`src/rtl/mac_pkg.sv`:
```
// Shared types and code values for the memory access checker and router.
// Assumes exception codes fit in 5 bits.
package mac_pkg;

    typedef enum logic [1:0] {
        ST_OK    = 2'd0,
        ST_EXC   = 2'd1,
        ST_UNSUP = 2'd2
    } rsp_status_e;

    typedef enum logic [1:0] {
        RT_NONE = 2'd0,
        RT_MMIO = 2'd1,
        RT_RAM  = 2'd2
    } route_e;

    typedef enum logic [1:0] {
        S_IDLE  = 2'd0,
        S_ISSUE = 2'd1,
        S_WAIT  = 2'd2,
        S_RESP  = 2'd3
    } fsm_e;

    localparam logic [4:0] EXC_FETCH_FAULT = 5'd1;
    localparam logic [4:0] EXC_LOAD_MISAL  = 5'd4;
    localparam logic [4:0] EXC_LOAD_FAULT  = 5'd5;
    localparam logic [4:0] EXC_STORE_MISAL = 5'd6;
    localparam logic [4:0] EXC_STORE_FAULT = 5'd7;

    localparam logic [4:0] UNS_LOAD_REL    = 5'd1;
    localparam logic [4:0] UNS_RSVLOAD_REL = 5'd2;
    localparam logic [4:0] UNS_STORE_ACQ   = 5'd3;
    localparam logic [4:0] UNS_CONDST_ACQ  = 5'd4;

endpackage

```
`src/rtl/mac_order_decode.sv`:
```
// Ordering-flag decoder.
// Classifies an access's acquire/release/reserve flags into an ordering
// kind, flags unsupported combinations, and checks alignment for ordered or
// reserved accesses only. Purely combinational; it sees only the low
// address bits that matter for alignment.
module mac_order_decode
    import mac_pkg::*;
#(
    parameter int unsigned LOWB = 3,
    parameter int unsigned SZW  = 2
) (
    input  logic            is_write,
    input  logic [SZW-1:0]  size,
    input  logic [LOWB-1:0] addr_low,
    input  logic            acq,
    input  logic            rel,
    input  logic            rsv,
    output logic            misal,
    output logic            unsup,
    output logic [4:0]      unsup_code,
    output logic [2:0]      kind
);

    logic [LOWB-1:0] low_mask;
    logic            off_grid;
    logic            needs_align;

    // Mask of address bits that must be zero for the given size.
    always_comb begin
        low_mask = LOWB'((32'd1 << size) - 32'd1);
        off_grid = |(addr_low & low_mask);
    end

    // Which flags demand natural alignment depends on the direction.
    always_comb begin
        needs_align = is_write ? (rel | rsv) : (acq | rsv);
        misal       = needs_align & off_grid;
    end

    // Flag combination to ordering kind, or to an unsupported code.
    always_comb begin
        unsup      = 1'b0;
        unsup_code = 5'd0;
        kind       = 3'd0;
        if (!is_write) begin
            case ({acq, rel, rsv})
                3'b000: kind = 3'd0;
                3'b100: kind = 3'd1;
                3'b110: kind = 3'd2;
                3'b001: kind = 3'd3;
                3'b101: kind = 3'd4;
                3'b111: kind = 3'd5;
                3'b010: begin unsup = 1'b1; unsup_code = UNS_LOAD_REL;    end
                default: begin unsup = 1'b1; unsup_code = UNS_RSVLOAD_REL; end
            endcase
        end else begin
            case ({acq, rel, rsv})
                3'b000: kind = 3'd0;
                3'b010: kind = 3'd1;
                3'b001: kind = 3'd2;
                3'b011: kind = 3'd3;
                3'b110: kind = 3'd4;
                3'b111: kind = 3'd5;
                3'b100: begin unsup = 1'b1; unsup_code = UNS_STORE_ACQ;  end
                default: begin unsup = 1'b1; unsup_code = UNS_CONDST_ACQ; end
            endcase
        end
    end

endmodule

```
`src/rtl/mac_window_match.sv`:
```
// Address window matcher.
// Reports whether every byte of an access lies in [BASE, BASE+SPAN).
// The arithmetic is one bit wider than the address so the end of the
// access cannot wrap. Assumes BASE+SPAN does not exceed 2**AW.
module mac_window_match #(
    parameter int unsigned    AW   = 32,
    parameter int unsigned    SZW  = 2,
    parameter logic [AW-1:0]  BASE = '0,
    parameter logic [AW-1:0]  SPAN = '0
) (
    input  logic [AW-1:0]  addr,
    input  logic [SZW-1:0] size,
    output logic           hit
);

    localparam logic [AW:0] LIMIT = {1'b0, BASE} + {1'b0, SPAN};

    logic [AW:0] last_excl;

    // End of the access (exclusive), then both bounds compared.
    always_comb begin
        last_excl = {1'b0, addr} + ((AW+1)'(1) << size);
        hit       = ({1'b0, addr} >= {1'b0, BASE}) && (last_excl <= LIMIT);
    end

endmodule

```
`src/rtl/mac_router.sv`:
```
// Memory access checker and router (top).
// Accepts one request at a time over valid/ready. A request is decoded on
// acceptance: alignment, flag legality, protection verdict, then the window
// lookup. Errors answer in the next cycle. Routed accesses strobe one port
// for one cycle and wait for that port's response. Assumes each port
// answers once per strobe, no earlier than the cycle after the strobe.
module mac_router
    import mac_pkg::*;
#(
    parameter int unsigned   AW           = 32,
    parameter int unsigned   DW           = 64,
    parameter int unsigned   MW           = 4,
    parameter logic [MW-1:0] DEFAULT_META = 4'h0,
    parameter logic [AW-1:0] RAM_BASE     = 32'h8000_0000,
    parameter logic [AW-1:0] RAM_SPAN     = 32'h1000_0000,
    parameter logic [AW-1:0] MRD_BASE     = 32'h0200_0000,
    parameter logic [AW-1:0] MRD_SPAN     = 32'h0001_0000,
    parameter logic [AW-1:0] MWR_BASE     = 32'h0200_0000,
    parameter logic [AW-1:0] MWR_SPAN     = 32'h0000_8000
) (
    input  logic          clk,
    input  logic          rst_n,
    input  logic          req_valid,
    output logic          req_ready,
    input  logic [1:0]    req_type,
    input  logic [AW-1:0] req_addr,
    input  logic [1:0]    req_size,
    input  logic          req_acq,
    input  logic          req_rel,
    input  logic          req_rsv,
    input  logic [DW-1:0] req_wdata,
    input  logic [MW-1:0] req_meta,
    input  logic          meta_en,
    input  logic          prot_en,
    input  logic          prot_fault,
    input  logic [4:0]    prot_code,
    output logic          mmio_req_valid,
    output logic          mmio_write,
    output logic [AW-1:0] mmio_addr,
    output logic [1:0]    mmio_size,
    output logic [DW-1:0] mmio_wdata,
    input  logic          mmio_resp_valid,
    input  logic [DW-1:0] mmio_rdata,
    output logic          ram_req_valid,
    output logic          ram_write,
    output logic [AW-1:0] ram_addr,
    output logic [1:0]    ram_size,
    output logic [2:0]    ram_kind,
    output logic [DW-1:0] ram_wdata,
    output logic [MW-1:0] ram_meta,
    input  logic          ram_resp_valid,
    input  logic [DW-1:0] ram_rdata,
    output logic          rsp_valid,
    output logic [1:0]    rsp_status,
    output logic [4:0]    rsp_code,
    output logic [DW-1:0] rsp_rdata
);

    localparam int unsigned NBYTES = DW / 8;
    localparam int unsigned LOWB   = $clog2(NBYTES);
    localparam int unsigned SZW    = 2;
    localparam int unsigned NWIN   = 3;
    localparam int unsigned W_MRD  = 0;
    localparam int unsigned W_MWR  = 1;
    localparam int unsigned W_RAM  = 2;

    fsm_e            state_q;
    logic            wr_q;
    logic [AW-1:0]   addr_q;
    logic [1:0]      size_q;
    logic [DW-1:0]   wdata_q;
    logic [MW-1:0]   meta_q;
    logic [2:0]      kind_q;
    route_e          route_q;
    rsp_status_e     status_q;
    logic [4:0]      code_q;
    logic [DW-1:0]   rdata_q;

    logic            accept;
    logic            is_write;
    logic            dec_misal;
    logic            dec_unsup;
    logic [4:0]      dec_unsup_code;
    logic [2:0]      dec_kind;
    logic [NWIN-1:0] win_hit;
    rsp_status_e     nxt_status;
    logic [4:0]      nxt_code;
    route_e          nxt_route;
    logic            port_resp;
    logic [DW-1:0]   port_data;

    // Handshake and direction of the offered request.
    always_comb begin
        req_ready = (state_q == S_IDLE);
        accept    = req_valid && req_ready;
        is_write  = req_type[1];
    end

    mac_order_decode #(
        .LOWB (LOWB),
        .SZW  (SZW)
    ) u_order (
        .is_write   (is_write),
        .size       (req_size),
        .addr_low   (req_addr[LOWB-1:0]),
        .acq        (req_acq),
        .rel        (req_rel),
        .rsv        (req_rsv),
        .misal      (dec_misal),
        .unsup      (dec_unsup),
        .unsup_code (dec_unsup_code),
        .kind       (dec_kind)
    );

    // One matcher per address window, bounds chosen by index.
    for (genvar w = 0; w < NWIN; w++) begin : g_win
        localparam logic [AW-1:0] WB = (w == W_MRD) ? MRD_BASE :
                                       (w == W_MWR) ? MWR_BASE : RAM_BASE;
        localparam logic [AW-1:0] WS = (w == W_MRD) ? MRD_SPAN :
                                       (w == W_MWR) ? MWR_SPAN : RAM_SPAN;
        mac_window_match #(
            .AW   (AW),
            .SZW  (SZW),
            .BASE (WB),
            .SPAN (WS)
        ) u_win (
            .addr (req_addr),
            .size (req_size),
            .hit  (win_hit[w])
        );
    end

    // Outcome of the offered request in fixed fault priority.
    always_comb begin
        nxt_status = ST_OK;
        nxt_code   = 5'd0;
        nxt_route  = RT_NONE;
        if (dec_misal) begin
            nxt_status = ST_EXC;
            nxt_code   = is_write ? EXC_STORE_MISAL : EXC_LOAD_MISAL;
        end else if (dec_unsup) begin
            nxt_status = ST_UNSUP;
            nxt_code   = dec_unsup_code;
        end else if (prot_en && prot_fault) begin
            nxt_status = ST_EXC;
            nxt_code   = prot_code;
        end else if (is_write ? win_hit[W_MWR] : win_hit[W_MRD]) begin
            nxt_route  = RT_MMIO;
        end else if (win_hit[W_RAM]) begin
            nxt_route  = RT_RAM;
        end else begin
            nxt_status = ST_EXC;
            case (req_type)
                2'd0:    nxt_code = EXC_FETCH_FAULT;
                2'd1:    nxt_code = EXC_LOAD_FAULT;
                default: nxt_code = EXC_STORE_FAULT;
            endcase
        end
    end

    // Response from whichever port the held request went to.
    always_comb begin
        port_resp = (route_q == RT_MMIO) ? mmio_resp_valid :
                    (route_q == RT_RAM)  ? ram_resp_valid  : 1'b0;
        port_data = (route_q == RT_MMIO) ? mmio_rdata : ram_rdata;
    end

    // Keep only the bytes that belong to an access of the given size.
    function automatic logic [DW-1:0] trim(input logic [DW-1:0] d,
                                           input logic [1:0]    s);
        logic [DW-1:0] m;
        m = '0;
        for (int b = 0; b < int'(NBYTES); b++) begin
            if (b < (1 << s)) m[b*8 +: 8] = 8'hFF;
        end
        return d & m;
    endfunction

    // Request sequencer: idle, strobe, wait for the port, answer.
    always_ff @(posedge clk) begin
        if (!rst_n) begin
            state_q  <= S_IDLE;
            wr_q     <= 1'b0;
            addr_q   <= '0;
            size_q   <= '0;
            wdata_q  <= '0;
            meta_q   <= '0;
            kind_q   <= '0;
            route_q  <= RT_NONE;
            status_q <= ST_OK;
            code_q   <= '0;
            rdata_q  <= '0;
        end else begin
            case (state_q)
                S_IDLE: begin
                    if (accept) begin
                        wr_q     <= is_write;
                        addr_q   <= req_addr;
                        size_q   <= req_size;
                        wdata_q  <= req_wdata;
                        meta_q   <= meta_en ? req_meta : DEFAULT_META;
                        kind_q   <= dec_kind;
                        route_q  <= nxt_route;
                        status_q <= nxt_status;
                        code_q   <= nxt_code;
                        rdata_q  <= '0;
                        state_q  <= (nxt_route == RT_NONE) ? S_RESP : S_ISSUE;
                    end
                end
                S_ISSUE: state_q <= S_WAIT;
                S_WAIT: begin
                    if (port_resp) begin
                        rdata_q <= wr_q ? '0 : trim(port_data, size_q);
                        state_q <= S_RESP;
                    end
                end
                default: state_q <= S_IDLE;
            endcase
        end
    end

    // Port strobes and the held request fields.
    always_comb begin
        mmio_req_valid = (state_q == S_ISSUE) && (route_q == RT_MMIO);
        ram_req_valid  = (state_q == S_ISSUE) && (route_q == RT_RAM);
        mmio_write     = wr_q;
        mmio_addr      = addr_q;
        mmio_size      = size_q;
        mmio_wdata     = wdata_q;
        ram_write      = wr_q;
        ram_addr       = addr_q;
        ram_size       = size_q;
        ram_kind       = kind_q;
        ram_wdata      = wdata_q;
        ram_meta       = meta_q;
    end

    // Response outputs.
    always_comb begin
        rsp_valid  = (state_q == S_RESP);
        rsp_status = status_q;
        rsp_code   = code_q;
        rsp_rdata  = rdata_q;
    end

    AST_ONE_PORT: assert property (@(posedge clk) disable iff (!rst_n)
        !(mmio_req_valid && ram_req_valid));
    AST_STROBE_PULSE: assert property (@(posedge clk) disable iff (!rst_n)
        (mmio_req_valid || ram_req_valid) |=> !(mmio_req_valid || ram_req_valid));
    AST_RSP_PULSE: assert property (@(posedge clk) disable iff (!rst_n)
        rsp_valid |=> !rsp_valid);
    AST_BUSY_NOT_READY: assert property (@(posedge clk) disable iff (!rst_n)
        accept |=> !req_ready);
    AST_ALIGN_FIRST: assert property (@(posedge clk) disable iff (!rst_n)
        (accept && dec_misal) |=> (rsp_valid && rsp_status == ST_EXC));
    AST_UNSUP_SILENT: assert property (@(posedge clk) disable iff (!rst_n)
        (accept && dec_unsup && !dec_misal) |=>
        (rsp_valid && rsp_status == ST_UNSUP && !mmio_req_valid && !ram_req_valid));
    AST_PROT_SILENT: assert property (@(posedge clk) disable iff (!rst_n)
        (accept && prot_en && prot_fault) |=> (!mmio_req_valid && !ram_req_valid));
    AST_RAM_IN_WINDOW: assert property (@(posedge clk) disable iff (!rst_n)
        ram_req_valid |-> (ram_addr >= RAM_BASE));

endmodule

```
`config.mk`:
```
export PLATFORM = sky130hd
export DESIGN_NAME = mac_router
export DESIGN_NICKNAME = d
export VERILOG_FILES = /design/src/rtl/mac_pkg.sv /design/src/rtl/mac_order_decode.sv /design/src/rtl/mac_window_match.sv /design/src/rtl/mac_router.sv
export SDC_FILE = /design/constraint.sdc
export NUM_CORES = 1
export LEC_CHECK = 0
export BUFFER_PORTS_ARGS = -buffer_cell sky130_fd_sc_hd__buf_2
export CORE_AREA = 4 4 200 202
export CTS_CLUSTER_SIZE = 28
export DETAILED_ROUTE_END_ITERATION = 7
export DIE_AREA = 0 0 204 206
export GPL_ROUTABILITY_DRIVEN = 0
export HOLD_SLACK_MARGIN = 0.05
export PLACE_DENSITY = 0.57
export SYNTH_ARGS = -nofsm -noshare
export SYNTH_HDL_FRONTEND = slang
export SYNTH_HIERARCHICAL = 1
export SYNTH_SLANG_ARGS = --single-unit
```
`constraint.sdc`:
```
create_clock -name clk -period 4.95 [get_ports clk]
set_input_delay 0.99 -clock clk [delete_from_list [all_inputs] [get_ports clk]]
set_output_delay 0.99 -clock clk [all_outputs]
set_load 0.05 [all_outputs]
```
==> results.cfg, run 1 <==
[clock_tree]
cts_buffers = 17
insertion_delay_ns = 0.44
cts_resized = 0
cts_buffer_depth = 2
cts_tree = yes
path_clk_slew_ns = 0.07
cts.root.buffer_cell = clkbuf_16
post_cts_buffers = 0
cts_hold_buf = 0
htree_levels = 4
clkSinkCount = 181

[global_routing]
grt_usage_pct = 18.7
grt_pass1_vias = 10300
grt_max_degree = 85
antenna_found_initial = 1
overflow = 0
grt_pass1_wl_microns = 61800

[timing]
drv_slew = 0
hold_violations = 0
finalCriticalPeriod_ns = 4.32
fmaxAchievable_mhz = 231
timing.final.crit_share_pct = 87.3
slew_headroom_pct = 14.4
worst_clock_skew_ns = 0.00989
rsz0062_at_grt = false
finalSetupViolCount = 0
setup_tns_ns = 0
worst_slew_pin_slew_ns = 1.27

[drt]
ant_nets = 0
highest_layer = met4
wl_per_cell_microns = 18.8
viasPerCell = 4.99
drt_pass1_iterations = 5
vias = 11200
met3_length_microns = 2570
wl_met1_microns = 17600
post-route-drc-count = 0
drtIter0Drc = 590
dr_wl_met2_microns = 21300
routed_wl_microns = 42300

[critical_path]
worstPathArrival_ns = 4.64
rrSetupSlack_ns = 2.14
critical-path-slowest-cell = a2111oi_2
cp_data_required_time_ns = 5.27
critPathKind = input pin to register
timing.critical_path.to_type = register
crit_fanout = 15
reg2reg_from = state_q[0]
path_cells = buf_2, nor2_1, ha_1, fa_1, and3_4, a211oi_4, nor3b_2, or3_1, a211oi_1, and4_1, nand4_1, a2111oi_2, mux2i_1, a22o_1, a222oi_1, nor2b_1
worst_r2r_path_depth = 7
critPathMaxStageDelay_ns = 0.46
startpoint_type = input pin
critPathLaunch = req_size[1]

[final_layout]
layout-drive-gt1-share_pct = 36.8
n_antenna_cell = 0
nets = 1989
fillCellCount = 4001
multi_input_comb_area_sq_mm = 0.00640
area_growth_pct = 26.1
final_cell_mix = buf_2 (526), nand2_1 (249), dfxtp_1 (181), nand3_1 (105), a21boi_1 (97)
regArea_sq_mm = 0.00362
postLayoutCoreUtil_pct = 36.7
final_common_cell = buf_2
final_cells = 2253

[yosys]
synthDistinctLibCells = 92
synth-main-ff-cell = dfxtp_1
yosys_warnings = 6
synth_top_family_by_area = simple AND/OR/NAND/NOR gates
synth_seq_cells = 181
syn_inst = 1336
postSynthAreaPerCell_sq_um = 8.33
synthMuxAreaShare_pct = 6.70
synth-xor-area-share_pct = 2.44
synthArstFlopShare_pct = 0
netlist_area_sq_mm = 0.0111
synthSimpleGateAreaFrac_pct = 24.4
ys_seq_area_share_pct = 32.5
yosys.area_share.adder_pct = 2.34
synth_compound_area_share_pct = 21.3
synth_edf_count = 0

[power_and_ir_drop]
power.leakage_nw = 6.26
p_per_area_mw_per_mm2 = 405
ir_drop_mv = 0.308

[outcome]
status = complete, no violations

[min_path]
hold_start = ram_kind[2]
hold_path.class = register to register
holdPathStages = 2

[placement]
port_buffers = 527
place_inst = 2221
hpwl_microns = 32200

[floorplanning]
initial_core_util_pct = 29.1
ioPinCount = 528
dieWidth_microns = 204
core_area_sq_mm = 0.0383
dieHeight_microns = 206
std_cell_rows = 72
die_area_sq_mm = 0.0420

[run]
maxCapViolCount = 0
## Yosys cell counts (20+ instances only)
master | n | area (sq um)
o31ai_1 | 46 | 345
nor2_1 | 33 | 124
nand2_1 | 250 | 938
dfxtp_1 | 181 | 3620
nand4_1 | 20 | 125
a21boi_1 | 97 | 728
o31ai_2 | 24 | 300
clkbuf_1 | 36 | 135
nand3_1 | 105 | 526
buf_4 | 104 | 781
mux2i_1 | 70 | 701
o21ai_0 | 20 | 100
## final cells by class
| type | instances | share of cell area [%] |
|---|---|---|
| clock buffer | 19 | 3.08 |
| clock inverter | 13 | 1.08 |
| inverter | 16 | 0.428 |
| multi-input combinational | 967 | 45.6 |
| sequential | 181 | 25.8 |
| tap | 518 | 4.61 |
| timing repair buffer | 539 | 19.4 |
## kinds of logic (layout without fill, tap and decap cells)
logic type / count (synthesis) / in the layout
AOI/OAI and AO/OA: 298 / 298
xor gates and xnor gates: 31 / 31
adders and majority gates: 19 / 19
buffers and inverters: 189 / 587
DFF: 181 / 181
muxes: 74 / 74
other: 1 / 2
and+or+nand+nor: 543 / 543
## worst max-delay path, delay by kind of cell
family,cells,cell delay (ns)
AO/OA/AOI/OAI,5,1.41
adder cells (fa/ha/maj),2,0.64
buffers and inverters,1,0.23
multiplexers,1,0.21
AND/OR/NAND/NOR,7,1.17
## state kept, by name, indices dropped and copies added (netlist names)
name	count
mmio_addr	32
mmio_size	2
mmio_wdata	64
mmio_write	1
ram_kind	3
ram_meta	4
route_q	2
rsp_code	5
rsp_rdata	64
rsp_status	2
state_q	2
## path summary, 6_finish.rpt
| check | to |
|---|---|
| setup / recovery | rsp_code[0] |
| hold / removal | ram_kind[2] |
| setup reg to reg | rsp_code[2] |
| hold reg to reg | ram_kind[2] |
## layer usage
layer,vias up,global-route usage (%)
met5,-,0
met4,0,5.41
met3,51,3.36
met2,385,32.4
met1,5358,23.9
li1,5438,-
## report_power, final
group,total (W),switching [W],internal (W)
registers,0.00178,0.000152,0.00163
logic,0.00254,0.00200,0.000541
clock network,0.00136,0.000614,0.000750
## through the flow
step | total power [W] | worst slack, ns | hold WS (ns) | instance area [sq um]
floorplan | 0.00384 | 0.709 | 0.461 | 11100
global placement | 0.00435 | 0.235 | 0.437 | 13500
CTS | 0.00576 | 0.677 | 0.457 | 14000
finish | 0.00568 | 0.627 | 0.450 | 14000
detailed placement | 0.00437 | 0.193 | 0.447 | 13500
global route | 0.00597 | 0.421 | 0.477 | 14000
(Power assumes the default switching activity.)
==> inputs of run 2 (changes only) <==
MAX_ROUTING_LAYER = met4   (was not set)
==> results.cfg, run 2 (synthesis results as in run 1) <==
[floorplanning]
std_cell_rows = 72
die_area_sq_mm = 0.0420
dieHeight_microns = 206
dieWidth_microns = 204
initial_core_util_pct = 29.1
core_area_sq_mm = 0.0383
ioPinCount = 528

[critical_path]
crit_fanout = 15
cp_data_required_time_ns = 5.27
critPathKind = input pin to register
critPathMaxStageDelay_ns = 0.45
critical-path-slowest-cell = a2111oi_2
startpoint_type = input pin
timing.critical_path.to_type = register
worstPathArrival_ns = 4.63
path_cells = buf_2, nor2_1, ha_1, fa_1, and3_4, a211oi_4, nor3b_2, or3_1, a211oi_1, and4_1, nand4_1, a2111oi_2, mux2i_1, a22o_1, a222oi_1, nor2b_1

[global_routing]
grt_max_degree = 85
overflow = 0
grt_usage_pct = 19.3
grt_pass1_wl_microns = 61800
grt_pass1_vias = 10300
antenna_found_initial = 1

[drt]
drtIter0Drc = 624
vias = 11300
ant_nets = 0
post-route-drc-count = 0
viasPerCell = 5.01
wl_per_cell_microns = 18.8
routed_wl_microns = 42400
drt_pass1_iterations = 4

[min_path]
hold_path.class = register to register

[clock_tree]
cts_resized = 0
htree_levels = 4
post_cts_buffers = 0
path_clk_slew_ns = 0.07
clkSinkCount = 181
cts_tree = yes
cts_hold_buf = 0
cts_buffer_depth = 2
insertion_delay_ns = 0.44
cts.root.buffer_cell = clkbuf_16
cts_buffers = 17

[final_layout]
area_growth_pct = 26.1
final_common_cell = buf_2
final_cells = 2253
n_antenna_cell = 0
layout-drive-gt1-share_pct = 36.8
nets = 1989
final_cell_mix = buf_2 (526), nand2_1 (249), dfxtp_1 (181), nand3_1 (105), a21boi_1 (97)

[power_and_ir_drop]
ir_drop_mv = 0.307
power.leakage_nw = 6.26
p_per_area_mw_per_mm2 = 404

[placement]
hpwl_microns = 32200
port_buffers = 527
place_inst = 2221

[timing]
finalCriticalPeriod_ns = 4.30
slew_headroom_pct = 14.2
fmaxAchievable_mhz = 232
hold_violations = 0
drv_slew = 0
finalSetupViolCount = 0
setup_tns_ns = 0
timing.final.crit_share_pct = 86.9
worst_clock_skew_ns = 0.00962
rsz0062_at_grt = false
worst_slew_pin_slew_ns = 1.27

[outcome]
status = complete, no violations

[run]
maxCapViolCount = 0
## run 2: cell counts in the layout (fill, tap and decap cells not counted)
Identical to the previous run, type by type.
## run 2: power by group
group	internal, W	switching, W
Combinational	0.000541	0.00199
Sequential	0.00163	0.000151
Clock	0.000750	0.000614
## run 2: path summary, 6_finish.rpt
kind	end	slack (ns)	start	depth (start not counted)
max	rsp_code[0]	0.65	req_size[1]	16
min	ram_kind[2]	0.45	ram_kind[2]	2
max reg2reg	rsp_code[2]	2.15	state_q[1]	7
min reg2reg	ram_kind[2]	0.45	ram_kind[2]	2
## run 2: metal layers
layer | up-vias | routed length (microns) | GRT usage [%]
met5 | - | 0 | -
met4 | 0 | 859 | 5.41
met3 | 47 | 2480 | 3.17
met2 | 392 | 21300 | 32.4
met1 | 5402 | 17700 | 24.1
li1 | 5439 | - | -
## run 2: critical path: cells and delay by family
| family | cells | cell delay, ns |
|---|---|---|
| fa+ha+maj | 2 | 0.64 |
| buf+inv | 1 | 0.22 |
| compound gates | 5 | 1.40 |
| simple gates | 7 | 1.18 |
| mux | 1 | 0.21 |
## run 2: final cells by class
type	instances	area, sq um
clock buffers	19	433
flip-flops and latches	181	3620
clock inverters	13	151
fillers	4001	24200
well taps	518	648
multi-input cells	967	6400
repair buffers	539	2730
inverters	16	60.1
## run 2: through the flow
stage          util [%]  area, sq um  hold slack [ns]  total power [W]  setup WS (ns)
2_1_floorplan         -        11100            0.461          0.00384          0.709
3_3_place_gp       35.2        13500            0.437          0.00435          0.235
3_5_place_dp       35.2        13500            0.447          0.00437          0.193
4_1_cts            36.7        14000            0.457          0.00576          0.677
5_1_grt            36.7        14000            0.477          0.00597          0.421
6_report           36.7        14000            0.452          0.00568          0.647
